<file path="src/rtl/ns_time_pkg.sv">
package ns_time_pkg;
  localparam int DATA_W  = 32;
  localparam int ADDR_W  = 4;
  localparam int TIME_W  = 64;
  localparam int N_ALARM = 2;

  localparam logic [ADDR_W-1:0] ADR_CTRL  = 4'd0;
  localparam logic [ADDR_W-1:0] ADR_EVENT = 4'd1;
  localparam logic [ADDR_W-1:0] ADR_TLO   = 4'd2;
  localparam logic [ADDR_W-1:0] ADR_THI   = 4'd3;
  localparam logic [ADDR_W-1:0] ADR_STEP  = 4'd4;
  localparam logic [ADDR_W-1:0] ADR_FRAC  = 4'd5;
  localparam logic [ADDR_W-1:0] ADR_ALM   = 4'd6;
  localparam logic [ADDR_W-1:0] ADR_PER   = 4'd10;
  localparam logic [ADDR_W-1:0] ADR_DIVN  = 4'd11;
endpackage

</file>
<file path="src/rtl/ns_time_regs.sv">
module ns_time_regs
  import ns_time_pkg::*;
#(
  parameter int STEP_W = 8,
  parameter int FRAC_W = 32,
  parameter int PER_W  = 32,
  parameter int DIV_W  = 32
) (
  input  logic              clk_i,
  input  logic              rst_ni,
  input  logic              wr_en_i,
  input  logic [ADDR_W-1:0] addr_i,
  input  logic [DATA_W-1:0] wdata_i,
  input  logic [TIME_W-1:0] time_i,
  input  logic [N_ALARM-1:0] flags_i,
  output logic [DATA_W-1:0] rdata_o,
  output logic              en_o,
  output logic [STEP_W-1:0] step_o,
  output logic [FRAC_W-1:0] addend_o,
  output logic [PER_W-1:0]  period_o,
  output logic [DIV_W-1:0]  divn_o,
  output logic [TIME_W-1:0] alm_o [N_ALARM],
  output logic              load_o,
  output logic [TIME_W-1:0] load_val_o,
  output logic [N_ALARM-1:0] clr_o
);
  localparam int HALF_W = TIME_W / 2;

  logic [HALF_W-1:0] lo_stage_q;

  always_ff @(posedge clk_i or negedge rst_ni) begin
    if (!rst_ni) begin
      en_o       <= 1'b0;
      step_o     <= '0;
      addend_o   <= '0;
      period_o   <= '0;
      divn_o     <= '0;
      lo_stage_q <= '0;
    end else if (wr_en_i) begin
      case (addr_i)
        ADR_CTRL: en_o       <= wdata_i[0];
        ADR_TLO:  lo_stage_q <= wdata_i[HALF_W-1:0];
        ADR_STEP: step_o     <= wdata_i[STEP_W-1:0];
        ADR_FRAC: addend_o   <= wdata_i[FRAC_W-1:0];
        ADR_PER:  period_o   <= wdata_i[PER_W-1:0];
        ADR_DIVN: divn_o     <= wdata_i[DIV_W-1:0];
        default: ;
      endcase
    end
  end

  for (genvar i = 0; i < N_ALARM; i++) begin : g_alm
    localparam logic [ADDR_W-1:0] ALO = ADDR_W'(ADR_ALM + 2*i);
    localparam logic [ADDR_W-1:0] AHI = ADDR_W'(ADR_ALM + 2*i + 1);
    always_ff @(posedge clk_i or negedge rst_ni) begin
      if (!rst_ni) alm_o[i] <= '0;
      else if (wr_en_i && addr_i == ALO) alm_o[i][HALF_W-1:0] <= wdata_i;
      else if (wr_en_i && addr_i == AHI) alm_o[i][TIME_W-1:HALF_W] <= wdata_i;
    end
  end

  assign load_o     = wr_en_i && (addr_i == ADR_THI);
  assign load_val_o = {wdata_i, lo_stage_q};
  assign clr_o      = (wr_en_i && addr_i == ADR_EVENT) ? wdata_i[N_ALARM-1:0] : '0;

  always_comb begin
    rdata_o = '0;
    case (addr_i)
      ADR_CTRL:  rdata_o = DATA_W'(en_o);
      ADR_EVENT: rdata_o = DATA_W'(flags_i);
      ADR_TLO:   rdata_o = time_i[HALF_W-1:0];
      ADR_THI:   rdata_o = time_i[TIME_W-1:HALF_W];
      ADR_STEP:  rdata_o = DATA_W'(step_o);
      ADR_FRAC:  rdata_o = DATA_W'(addend_o);
      ADR_PER:   rdata_o = DATA_W'(period_o);
      ADR_DIVN:  rdata_o = DATA_W'(divn_o);
      default: begin
        for (int i = 0; i < N_ALARM; i++) begin
          if (addr_i == ADDR_W'(ADR_ALM + 2*i))     rdata_o = alm_o[i][HALF_W-1:0];
          if (addr_i == ADDR_W'(ADR_ALM + 2*i + 1)) rdata_o = alm_o[i][TIME_W-1:HALF_W];
        end
      end
    endcase
  end
endmodule

</file>
<file path="src/rtl/ns_time_count.sv">
module ns_time_count
  import ns_time_pkg::*;
#(
  parameter int STEP_W = 8,
  parameter int FRAC_W = 32
) (
  input  logic              clk_i,
  input  logic              rst_ni,
  input  logic              en_i,
  input  logic              load_i,
  input  logic [TIME_W-1:0] load_val_i,
  input  logic [STEP_W-1:0] step_i,
  input  logic [FRAC_W-1:0] addend_i,
  output logic [TIME_W-1:0] time_o,
  output logic [TIME_W-1:0] time_nxt_o,
  output logic [STEP_W:0]   inc_o
);
  logic [FRAC_W-1:0] frac_q;
  logic [FRAC_W:0]   frac_sum;

  assign frac_sum = {1'b0, frac_q} + {1'b0, addend_i};
  assign inc_o    = {1'b0, step_i} + (STEP_W+1)'(frac_sum[FRAC_W]);

  always_comb begin
    if (load_i)    time_nxt_o = load_val_i;
    else if (en_i) time_nxt_o = time_o + TIME_W'(inc_o);
    else           time_nxt_o = time_o;
  end

  always_ff @(posedge clk_i or negedge rst_ni) begin
    if (!rst_ni) begin
      time_o <= '0;
      frac_q <= '0;
    end else begin
      time_o <= time_nxt_o;
      if (load_i)    frac_q <= '0;
      else if (en_i) frac_q <= frac_sum[FRAC_W-1:0];
    end
  end

  a_r8_hold_when_off: assert property (@(posedge clk_i) disable iff (!rst_ni)
    (!en_i && !load_i) |=> $stable(time_o));
  a_r2_step_bounds: assert property (@(posedge clk_i) disable iff (!rst_ni)
    (en_i && !load_i) |=> ((time_o - $past(time_o)) == TIME_W'($past(step_i))) ||
                          ((time_o - $past(time_o)) == TIME_W'($past(step_i)) + 1));
  a_r3_load_value: assert property (@(posedge clk_i) disable iff (!rst_ni)
    load_i |=> time_o == $past(load_val_i));
endmodule

</file>
<file path="src/rtl/ns_time_alarm.sv">
module ns_time_alarm
  import ns_time_pkg::*;
(
  input  logic              clk_i,
  input  logic              rst_ni,
  input  logic [TIME_W-1:0] time_i,
  input  logic [TIME_W-1:0] time_nxt_i,
  input  logic [TIME_W-1:0] alm_i,
  input  logic              clr_i,
  output logic              flag_o
);
  logic hit;
  assign hit = (alm_i != '0) && (time_i < alm_i) && (time_nxt_i >= alm_i);

  always_ff @(posedge clk_i or negedge rst_ni) begin
    if (!rst_ni) flag_o <= 1'b0;
    else         flag_o <= (flag_o && !clr_i) || hit;
  end

  a_r4_sticky: assert property (@(posedge clk_i) disable iff (!rst_ni)
    (flag_o && !clr_i) |=> flag_o);
  a_r5_zero_disabled: assert property (@(posedge clk_i) disable iff (!rst_ni)
    (alm_i == '0 && !flag_o) |=> !flag_o);
endmodule

</file>
<file path="src/rtl/ns_time_wave.sv">
module ns_time_wave #(
  parameter int STEP_W = 8,
  parameter int PER_W  = 32,
  parameter int DIV_W  = 32
) (
  input  logic              clk_i,
  input  logic              rst_ni,
  input  logic              en_i,
  input  logic              load_i,
  input  logic [STEP_W:0]   inc_i,
  input  logic [PER_W-1:0]  period_i,
  input  logic [DIV_W-1:0]  divn_i,
  output logic              pulse_o,
  output logic              div_o
);
  logic [PER_W-1:0] ph_q;
  logic [PER_W:0]   ph_sum;
  logic [DIV_W-1:0] dcnt_q;
  logic [DIV_W-1:0] half;

  assign ph_sum = {1'b0, ph_q} + (PER_W+1)'(inc_i);
  assign half   = divn_i >> 1;

  // pulse phase: ns elapsed since load, modulo period
  always_ff @(posedge clk_i or negedge rst_ni) begin
    if (!rst_ni) begin
      ph_q    <= '0;
      pulse_o <= 1'b0;
    end else if (load_i || period_i == '0) begin
      ph_q    <= '0;
      pulse_o <= 1'b0;
    end else if (en_i) begin
      if (ph_sum >= {1'b0, period_i}) begin
        ph_q    <= PER_W'(ph_sum - {1'b0, period_i});
        pulse_o <= 1'b1;
      end else begin
        ph_q    <= ph_sum[PER_W-1:0];
        pulse_o <= 1'b0;
      end
    end else begin
      pulse_o <= 1'b0;
    end
  end

  always_ff @(posedge clk_i or negedge rst_ni) begin
    if (!rst_ni) begin
      dcnt_q <= '0;
      div_o  <= 1'b0;
    end else if (load_i || divn_i < DIV_W'(2)) begin
      dcnt_q <= '0;
      div_o  <= 1'b0;
    end else if (en_i) begin
      if (dcnt_q >= half - 1'b1) begin
        dcnt_q <= '0;
        div_o  <= !div_o;
      end else begin
        dcnt_q <= dcnt_q + 1'b1;
      end
    end
  end

  a_r8_no_pulse_idle: assert property (@(posedge clk_i) disable iff (!rst_ni)
    !en_i |=> !pulse_o);
  a_r7_div_low: assert property (@(posedge clk_i) disable iff (!rst_ni)
    (divn_i < DIV_W'(2)) |=> !div_o);
  a_r3_phase_reset: assert property (@(posedge clk_i) disable iff (!rst_ni)
    load_i |=> (!div_o && !pulse_o));
endmodule

</file>
<file path="src/rtl/ns_time_core.sv">
module ns_time_core
  import ns_time_pkg::*;
#(
  parameter int STEP_W = 8,
  parameter int FRAC_W = 32,
  parameter int PER_W  = 32,
  parameter int DIV_W  = 32
) (
  input  logic         clk_i,
  input  logic         rst_ni,
  input  logic         wr_en_i,
  input  logic [3:0]   addr_i,
  input  logic [31:0]  wdata_i,
  output logic [31:0]  rdata_o,
  output logic [63:0]  time_o,
  output logic         pulse_o,
  output logic         div_clk_o,
  output logic [1:0]   alarm_o
);
  logic              en;
  logic [STEP_W-1:0] step;
  logic [FRAC_W-1:0] addend;
  logic [PER_W-1:0]  period;
  logic [DIV_W-1:0]  divn;
  logic [TIME_W-1:0] alm [N_ALARM];
  logic              load;
  logic [TIME_W-1:0] load_val;
  logic [N_ALARM-1:0] clr;
  logic [N_ALARM-1:0] flags;
  logic [TIME_W-1:0] time_q;
  logic [TIME_W-1:0] time_nxt;
  logic [STEP_W:0]   inc;

  ns_time_regs #(.STEP_W(STEP_W), .FRAC_W(FRAC_W), .PER_W(PER_W), .DIV_W(DIV_W)) u_regs (
    .clk_i, .rst_ni, .wr_en_i, .addr_i, .wdata_i,
    .time_i(time_q), .flags_i(flags), .rdata_o,
    .en_o(en), .step_o(step), .addend_o(addend), .period_o(period), .divn_o(divn),
    .alm_o(alm), .load_o(load), .load_val_o(load_val), .clr_o(clr)
  );

  ns_time_count #(.STEP_W(STEP_W), .FRAC_W(FRAC_W)) u_count (
    .clk_i, .rst_ni, .en_i(en), .load_i(load), .load_val_i(load_val),
    .step_i(step), .addend_i(addend),
    .time_o(time_q), .time_nxt_o(time_nxt), .inc_o(inc)
  );

  for (genvar i = 0; i < N_ALARM; i++) begin : g_alarm
    ns_time_alarm u_alarm (
      .clk_i, .rst_ni, .time_i(time_q), .time_nxt_i(time_nxt),
      .alm_i(alm[i]), .clr_i(clr[i]), .flag_o(flags[i])
    );
  end

  ns_time_wave #(.STEP_W(STEP_W), .PER_W(PER_W), .DIV_W(DIV_W)) u_wave (
    .clk_i, .rst_ni, .en_i(en), .load_i(load), .inc_i(inc),
    .period_i(period), .divn_i(divn), .pulse_o, .div_o(div_clk_o)
  );

  assign time_o  = time_q;
  assign alarm_o = flags;
endmodule

</file>
<file path="config.mk">
export PLATFORM = sky130hd
export DESIGN_NAME = ns_time_core
export DESIGN_NICKNAME = d
export VERILOG_FILES = /design/src/rtl/ns_time_pkg.sv /design/src/rtl/ns_time_regs.sv /design/src/rtl/ns_time_count.sv /design/src/rtl/ns_time_alarm.sv /design/src/rtl/ns_time_wave.sv /design/src/rtl/ns_time_core.sv
export SDC_FILE = /design/constraint.sdc
export NUM_CORES = 1
export LEC_CHECK = 0
export ABC_AREA = 1
export BUFFER_PORTS_ARGS = -buffer_cell sky130_fd_sc_hd__buf_2
export CAP_MARGIN = 5
export CELL_PAD_IN_SITES_DETAIL_PLACEMENT = 1
export CELL_PAD_IN_SITES_GLOBAL_PLACEMENT = 2
export CORE_UTILIZATION = 33
export DETAILED_ROUTE_END_ITERATION = 8
export GPL_TIMING_DRIVEN = 0
export PLACE_DENSITY = 0.88
export SLEW_MARGIN = 20
export SYNTH_ARGS = -nofsm -noshare
export SYNTH_HDL_FRONTEND = slang
export SYNTH_SLANG_ARGS = --single-unit
</file>
<file path="constraint.sdc">
create_clock -name clk_i -period 4.8 [get_ports clk_i]
set_input_delay 0.48 -clock clk_i [delete_from_list [all_inputs] [get_ports clk_i]]
set_output_delay 0.48 -clock clk_i [all_outputs]
set_load 0.01 [all_outputs]
</file>
Word-level counts from Yosys, hierarchy flattened. Index checks and enable logic that the tools add are counted.

Add/subtract/negate cells: 7. Order comparisons: 7. Eq/ne operators: 11. Multiplexer cells: 22. Bitwise logic cells: 2. Reductions and logical operators: 36.

Operators by type and width (number): 2-to-1 mux 32 bit (12); case mux 32 bit (8 select lines) (1); greater-or-equal comparator 64 bit (2); less-than comparator 64 bit (2); 2-to-1 mux 64 bit (2); nonzero test 64 bit (2); adder 64 x 9 -> 64 bit (1); adder 32 x 32 -> 33 bit (1); adder 32 x 9 -> 33 bit (1); greater-or-equal comparator 33 x 32 -> 1 bit (1); adder 32 x 1 -> 32 bit, second input constant (1); greater-or-equal comparator 32 bit (1); zero test 32 bit (1); less-than comparator 32 x 2 -> 1 bit, second input constant (1); subtractor 31 x 1 -> 32 bit, second input constant (1); subtractor 32 bit (1); AND reduction 2 bit (9); equality test 4 x 3 -> 1 bit, second input constant (4); equality test 4 bit, second input constant (4); logical AND 1 bit (12); adder 8 x 1 -> 9 bit (1); equality test 4 x 2 -> 1 bit, second input constant (2); nonzero test 2 bit (4); 2-to-1 mux 1 bit (6); 6 further kinds (12).

Register bits: 429. Input bits: 39. Output and inout port bits: 100. Logic and storage cells: 103.

Logic depth before layout (Yosys ltp).
Depth after elaboration: 8. Gate-level depth with buffers: 47. Gate-level depth less buffers: 46.

Modules after synthesis. A second synthesis with hierarchy kept.

Cells, all modules: 5335. Area total of the unflattened synthesis: 36090.9 µm².

By module, submodules not included: ns_time_regs (instances 1, cells an instance 1521, area an instance 12245.5 µm², seq. area each 6631.4 µm²); ns_time_wave (instances 1, cells an instance 1465, area an instance 8916.1 µm², seq. area each 1651.6 µm²); ns_time_count (instances 1, cells an instance 1323, area an instance 8320.5 µm², seq. area each 2402.3 µm²); ns_time_alarm (instances 2, cells an instance 513, area an instance 3304.4 µm², seq. area each 25.0 µm²).

Worst setup path before layout. No wires, ideal clock.

Path type: register to register. Start: register u_regs.addend_o[0]. End: register u_wave.ph_q[26]. Setup time: 0.117 ns. Data arrival time: 5.038 ns. Required time: 4.683 ns. Path slack: -0.355 ns. Stages on the path, launching flop included: 34. Buffers on the path: 1. Clock period less this slack: 5.155 ns. Path through: dfrtp_1 -> ha_1 -> fa_1 -> nand2_1 -> o21ai_1 -> nand2_1 -> nand2_1 -> nand2_1 -> nand2_1 -> nand3_1 -> nand2_1 -> nand2_1 -> o311ai_0 -> ha_1 -> xor2_1 -> inv_1 -> fa_1 -> o21bai_1 -> nand2_1 -> o21ai_0 -> xor2_1 -> inv_1 -> ha_1 -> nand2_1 -> inv_1 -> a21oi_1 -> nand3_1 -> nand2_1 -> nand3_1 -> nand2_1 -> buf_2 -> nand3_1 -> nand3_1 -> nand2_1.

Cells in the longest elaborated chain, start to end: 7. Elaborated cells between the ends (all ways): 8. Those cells by class: add/sub: 4; order compare: 1; mux: 3.

Ends and longest elaborated chain: start, declared (RTL line ns_time_regs.sv:19) `output logic [FRAC_W-1:0] addend_o,`; start signal, assigned (RTL line ns_time_regs.sv:44) `ADR_FRAC: addend_o <= wdata_i[FRAC_W-1:0];`; adder 32 x 32 -> 33 bit * (RTL line ns_time_count.sv:21) `assign frac_sum = {1'b0, frac_q} + {1'b0, addend_i};`; adder 8 x 1 -> 9 bit * (RTL line ns_time_count.sv:22) `assign inc_o = {1'b0, step_i} + (STEP_W+1)'(frac_sum[FRAC_W]);`; adder 32 x 9 -> 33 bit * (RTL line ns_time_wave.sv:21) `assign ph_sum = {1'b0, ph_q} + (PER_W+1)'(inc_i);`; subtractor 32 bit / greater-or-equal comparator 33 x 32 -> 1 bit (equally long branches) (RTL line ns_time_wave.sv:34, ns_time_wave.sv:33); 2-to-1 mux 32 bit * (RTL line ns_time_wave.sv:33) `if (ph_sum >= {1'b0, period_i}) begin`; 2-to-1 mux 32 bit * (RTL line ns_time_wave.sv:32) `end else if (en_i) begin`; 2-to-1 mux 32 bit * (RTL line ns_time_wave.sv:29) `end else if (load_i || period_i == '0) begin`; end signal, assigned (RTL line ns_time_wave.sv:34) `ph_q <= PER_W'(ph_sum - {1'b0, period_i});`; end signal, assigned (RTL line ns_time_wave.sv:37) `ph_q <= ph_sum[PER_W-1:0];`; end, declared (RTL line ns_time_wave.sv:16) `logic [PER_W-1:0] ph_q;`.

Mark *: on every way between the ends. The rest lies on a longest branch, timed or not. The select of a mux whose other input is x is not followed. A chain may end at the register's enable or synchronous reset.

Worst setup path in the final report.
Start: register u_regs.addend_o[26]. End: register u_wave.ph_q[22].

The elaborated chain is that of the path after synthesis.

==> results.json <==
{
  "critPathMaxFanout": 7,
  "drt_iter0_drc": 3649,
  "max-vdd-ir-drop_v": 0.000431,
  "num_rows": 116,
  "busiest_layer": "met2",
  "synth_edf_count": 0,
  "synth_area_leaders": "dfrtp_1, ha_1, nand2_1, inv_1, o21ai_0",
  "port_buffers": 138,
  "drc": 0,
  "cts_sinks": 429,
  "cts_buffers": 55,
  "synth_common_cells": "nand2_1, inv_1, dfrtp_1",
  "violations": "setup timing",
  "grt_pass1_wl_mm": 252,
  "synthFlopType": "dfrtp_1",
  "finalCritPeriodShare": 1.26,
  "grt_max_degree": 86,
  "grt_pass1_vias": 36900,
  "cpPeakStageDelay_ns": 0.51,
  "met2_usage": 0.508,
  "status": "complete, but fails checks",
  "powerDensity_nw_per_um2": 614,
  "cts_root_buf": "clkbuf_16",
  "drv_cap": 0,
  "vias": 37400,
  "setup_ws_ns": -1.25,
  "start_util": 0.335,
  "slowest_stage": "dfrtp_1",
  "hold_viol": 0,
  "via_per_inst": 5.78,
  "layout.cells.non_filler": 6476,
  "io_pins": 139,
  "fp.dieW_um": 321,
  "cts_buffer_depth": 3,
  "placed_cells": 6214,
  "grt_usage": 0.333,
  "wl_per_cell_um": 27.5,
  "clock_latency_ns": 0.67,
  "met3_usage": 0.0651,
  "synth_top_area_frac": 0.320,
  "rsz0062_at_grt": "true",
  "synthArstFlopShare": 1.00,
  "core_area_um2": 100000,
  "clk_pin_slew_ns": 0.07,
  "crit_path_frequent_cell": "nand2_1",
  "setup_viol": 35,
  "hp-class": "in2reg",
  "dp_slack_ns": -3.41,
  "nets": 5489,
  "synth_warnings": 0,
  "wl_mm": 178,
  "drive_above_1_share": 0.185,
  "crit_path_start_kind": "register",
  "antenna_found_initial": 10,
  "critPathRequiredTime_ns": 5.34,
  "slew_violations": 0,
  "overflow": 0,
  "p_leak_nw": 20.2,
  "min_period_ns": 6.05,
  "seq_area_um2": 10800,
  "power_w": 0.0263,
  "synth.most_common_cell": "nand2_1",
  "place_area_um2": 36400,
  "firstDrtPassIters": 5,
  "fin_util": 0.426,
  "gp_congestion": 1.03,
  "max_freq_mhz": 165,
  "arrival_ns": 6.59,
  "ys_seq_elements": 429,
  "syn_area_per_cell_um2": 7.13,
  "antenna_left": 0,
  "area_delta_synth_final_pct": 27.5,
  "fin_worst_skew_ns": 0.0221,
  "dp_hpwl_mm": 137,
  "fin_area_um2": 42800,
  "relSlewSlack": 0.133,
  "mappedNetlistNets": 5129,
  "multi_input_area_um2": 23400,
  "die_area_um2": 103000,
  "htree_levels": 2,
  "syn_area_um2": 33600,
  "ys_seq_area_frac": 0.320,
  "gr-usage-met1": 0.456,
  "fillers": 12400,
  "die_h_um": 321,
  "cts_tree": "yes",
  "syn_inst": 4714,
  "yosys.area.top_type": "dfrtp_1",
  "synth_cell_types": 58,
  "crit_type": "reg2reg",
  "worstMarginPinSlew_ns": 1.30,
  "critPathCaptureType": "register"
}
what timing repair did:
item,CTS,global route
hold buffers,1,0
setup endpoints to repair,94,40
setup buffers,114,49
pin swaps,124,142
hold endpoints to repair,63,0
gates resized for setup,391,287
gates cloned,5,1
worst paths after layout:
kind | slack [ns] | startpoint | cells past startpoint | end
hold reg to reg | 0.48 | u_regs.alm_o[71] | 2 | u_regs.alm_o[71]
min in group asynchronous | 0.39 | rst_ni | 2 | u_regs.alm_o[69]
hold / removal | 0.18 | wdata_i[20] | 3 | u_count.time_o[52]
max in group asynchronous | 3.12 | rst_ni | 4 | u_wave.ph_q[26]
setup / recovery | -1.25 | u_regs.addend_o[26] | 32 | u_wave.ph_q[22]
setup reg to reg | -1.25 | u_regs.addend_o[26] | 32 | u_wave.ph_q[22]
through the flow:
step	hold slack, ns	TNS, ns
final	0.177	-39.54
after global routing	0.197	-46.82
after CTS	0.160	-34.71
after detailed placement	0.473	-113.95
after global placement	0.465	-2743.38
after floorplan	0.184	0
power breakdown:
| part | internal (W) | switching (W) | total [W] |
|---|---|---|---|
| clock | 0.00260 | 0.00189 | 0.00449 |
| sequential | 0.00453 | 0.00173 | 0.00626 |
| combinational | 0.00584 | 0.00968 | 0.0155 |
kinds of logic (layout without fill, tap and decap cells):
group | after synthesis | after routing | share of synthesized area
and+or+nand+nor | 2165 | 2165 | 0.272
AOI/OAI and AO/OA | 919 | 919 | 0.152
buffers and inverters | 685 | 1089 | 0.0787
DFF | 429 | 429 | 0.320
adders and majority gates | 376 | 376 | 0.141
xor gates and xnor gates | 140 | 140 | 0.0365
other | 0 | 1 | 0
per-layer routing:
layer | share of wire | routed length [um]
met4 | 0.052 | 9190
met2 | 0.44 | 77700
met5 | 0.00037 | 65
met3 | 0.089 | 15900
met1 | 0.42 | 75100
layout by cell type (no fill, tap or decap), types with 9 or more instances in the layout:
master | synthesis | routed
a21oi_1 | 326 | 265
a21oi_2 | 0 | 49
a21oi_4 | 0 | 12
a221oi_1 | 42 | 42
buf_12 | 0 | 17
buf_2 | 16 | 150
buf_4 | 6 | 117
buf_6 | 4 | 31
clkbuf_1 | 94 | 101
clkbuf_16 | 0 | 56
clkbuf_8 | 0 | 15
clkinv_2 | 0 | 10
dfrtp_1 | 429 | 412
dfrtp_2 | 0 | 17
ha_1 | 372 | 305
ha_4 | 0 | 61
inv_1 | 558 | 539
inv_2 | 3 | 18
nand2_1 | 1204 | 1093
nand2_2 | 5 | 71
nand2_4 | 1 | 42
nand3_1 | 275 | 174
nand3_2 | 2 | 76
nand3_4 | 1 | 28
nand4_1 | 103 | 103
nor2_1 | 426 | 375
nor2_2 | 7 | 34
nor2_4 | 2 | 26
nor3_1 | 76 | 62
nor3_4 | 2 | 12
nor4_1 | 29 | 28
o2111ai_1 | 28 | 28
o21a_1 | 13 | 13
o21ai_0 | 404 | 383
o21ai_1 | 4 | 17
o21bai_1 | 16 | 14
o22ai_1 | 44 | 44
xnor2_1 | 39 | 30
xor2_1 | 101 | 84
xor2_4 | 0 | 9
sequential cells by signal (all words and copies together), names as in the netlist, 8 cells and up:
name,cells
u_wave.ph_q,32
u_regs.lo_stage_q,32
u_regs.step_o,8
u_count.time_o,64
u_regs.period_o,32
u_count.frac_q,32
u_wave.dcnt_q,32
u_regs.divn_o,32
u_regs.addend_o,32
u_regs.alm_o,128
worst max-delay path: cells and delay by family, from the launching register on:
family,cells,cell delay [ns]
xor gates and xnor gates,2,0.47
buffers and inverters,5,0.57
DFF,1,0.51
AOI/OAI and AO/OA,4,0.91
and+or+nand+nor,17,2.15
adders and majority gates,4,1.28
area by class of cell:
class,instances,share of cell area
Multi-Input combinational cell,3600,0.546
Inverter,562,0.0496
Sequential cell,429,0.251
Clock buffer,77,0.0376
Buffer,122,0.0139
Clock inverter,24,0.00643
Antenna cell,1,0.0000584
Tap cell,1357,0.0397
Timing Repair Buffer,304,0.0553
No activity file was read; power rests on OpenSTA's default activity.
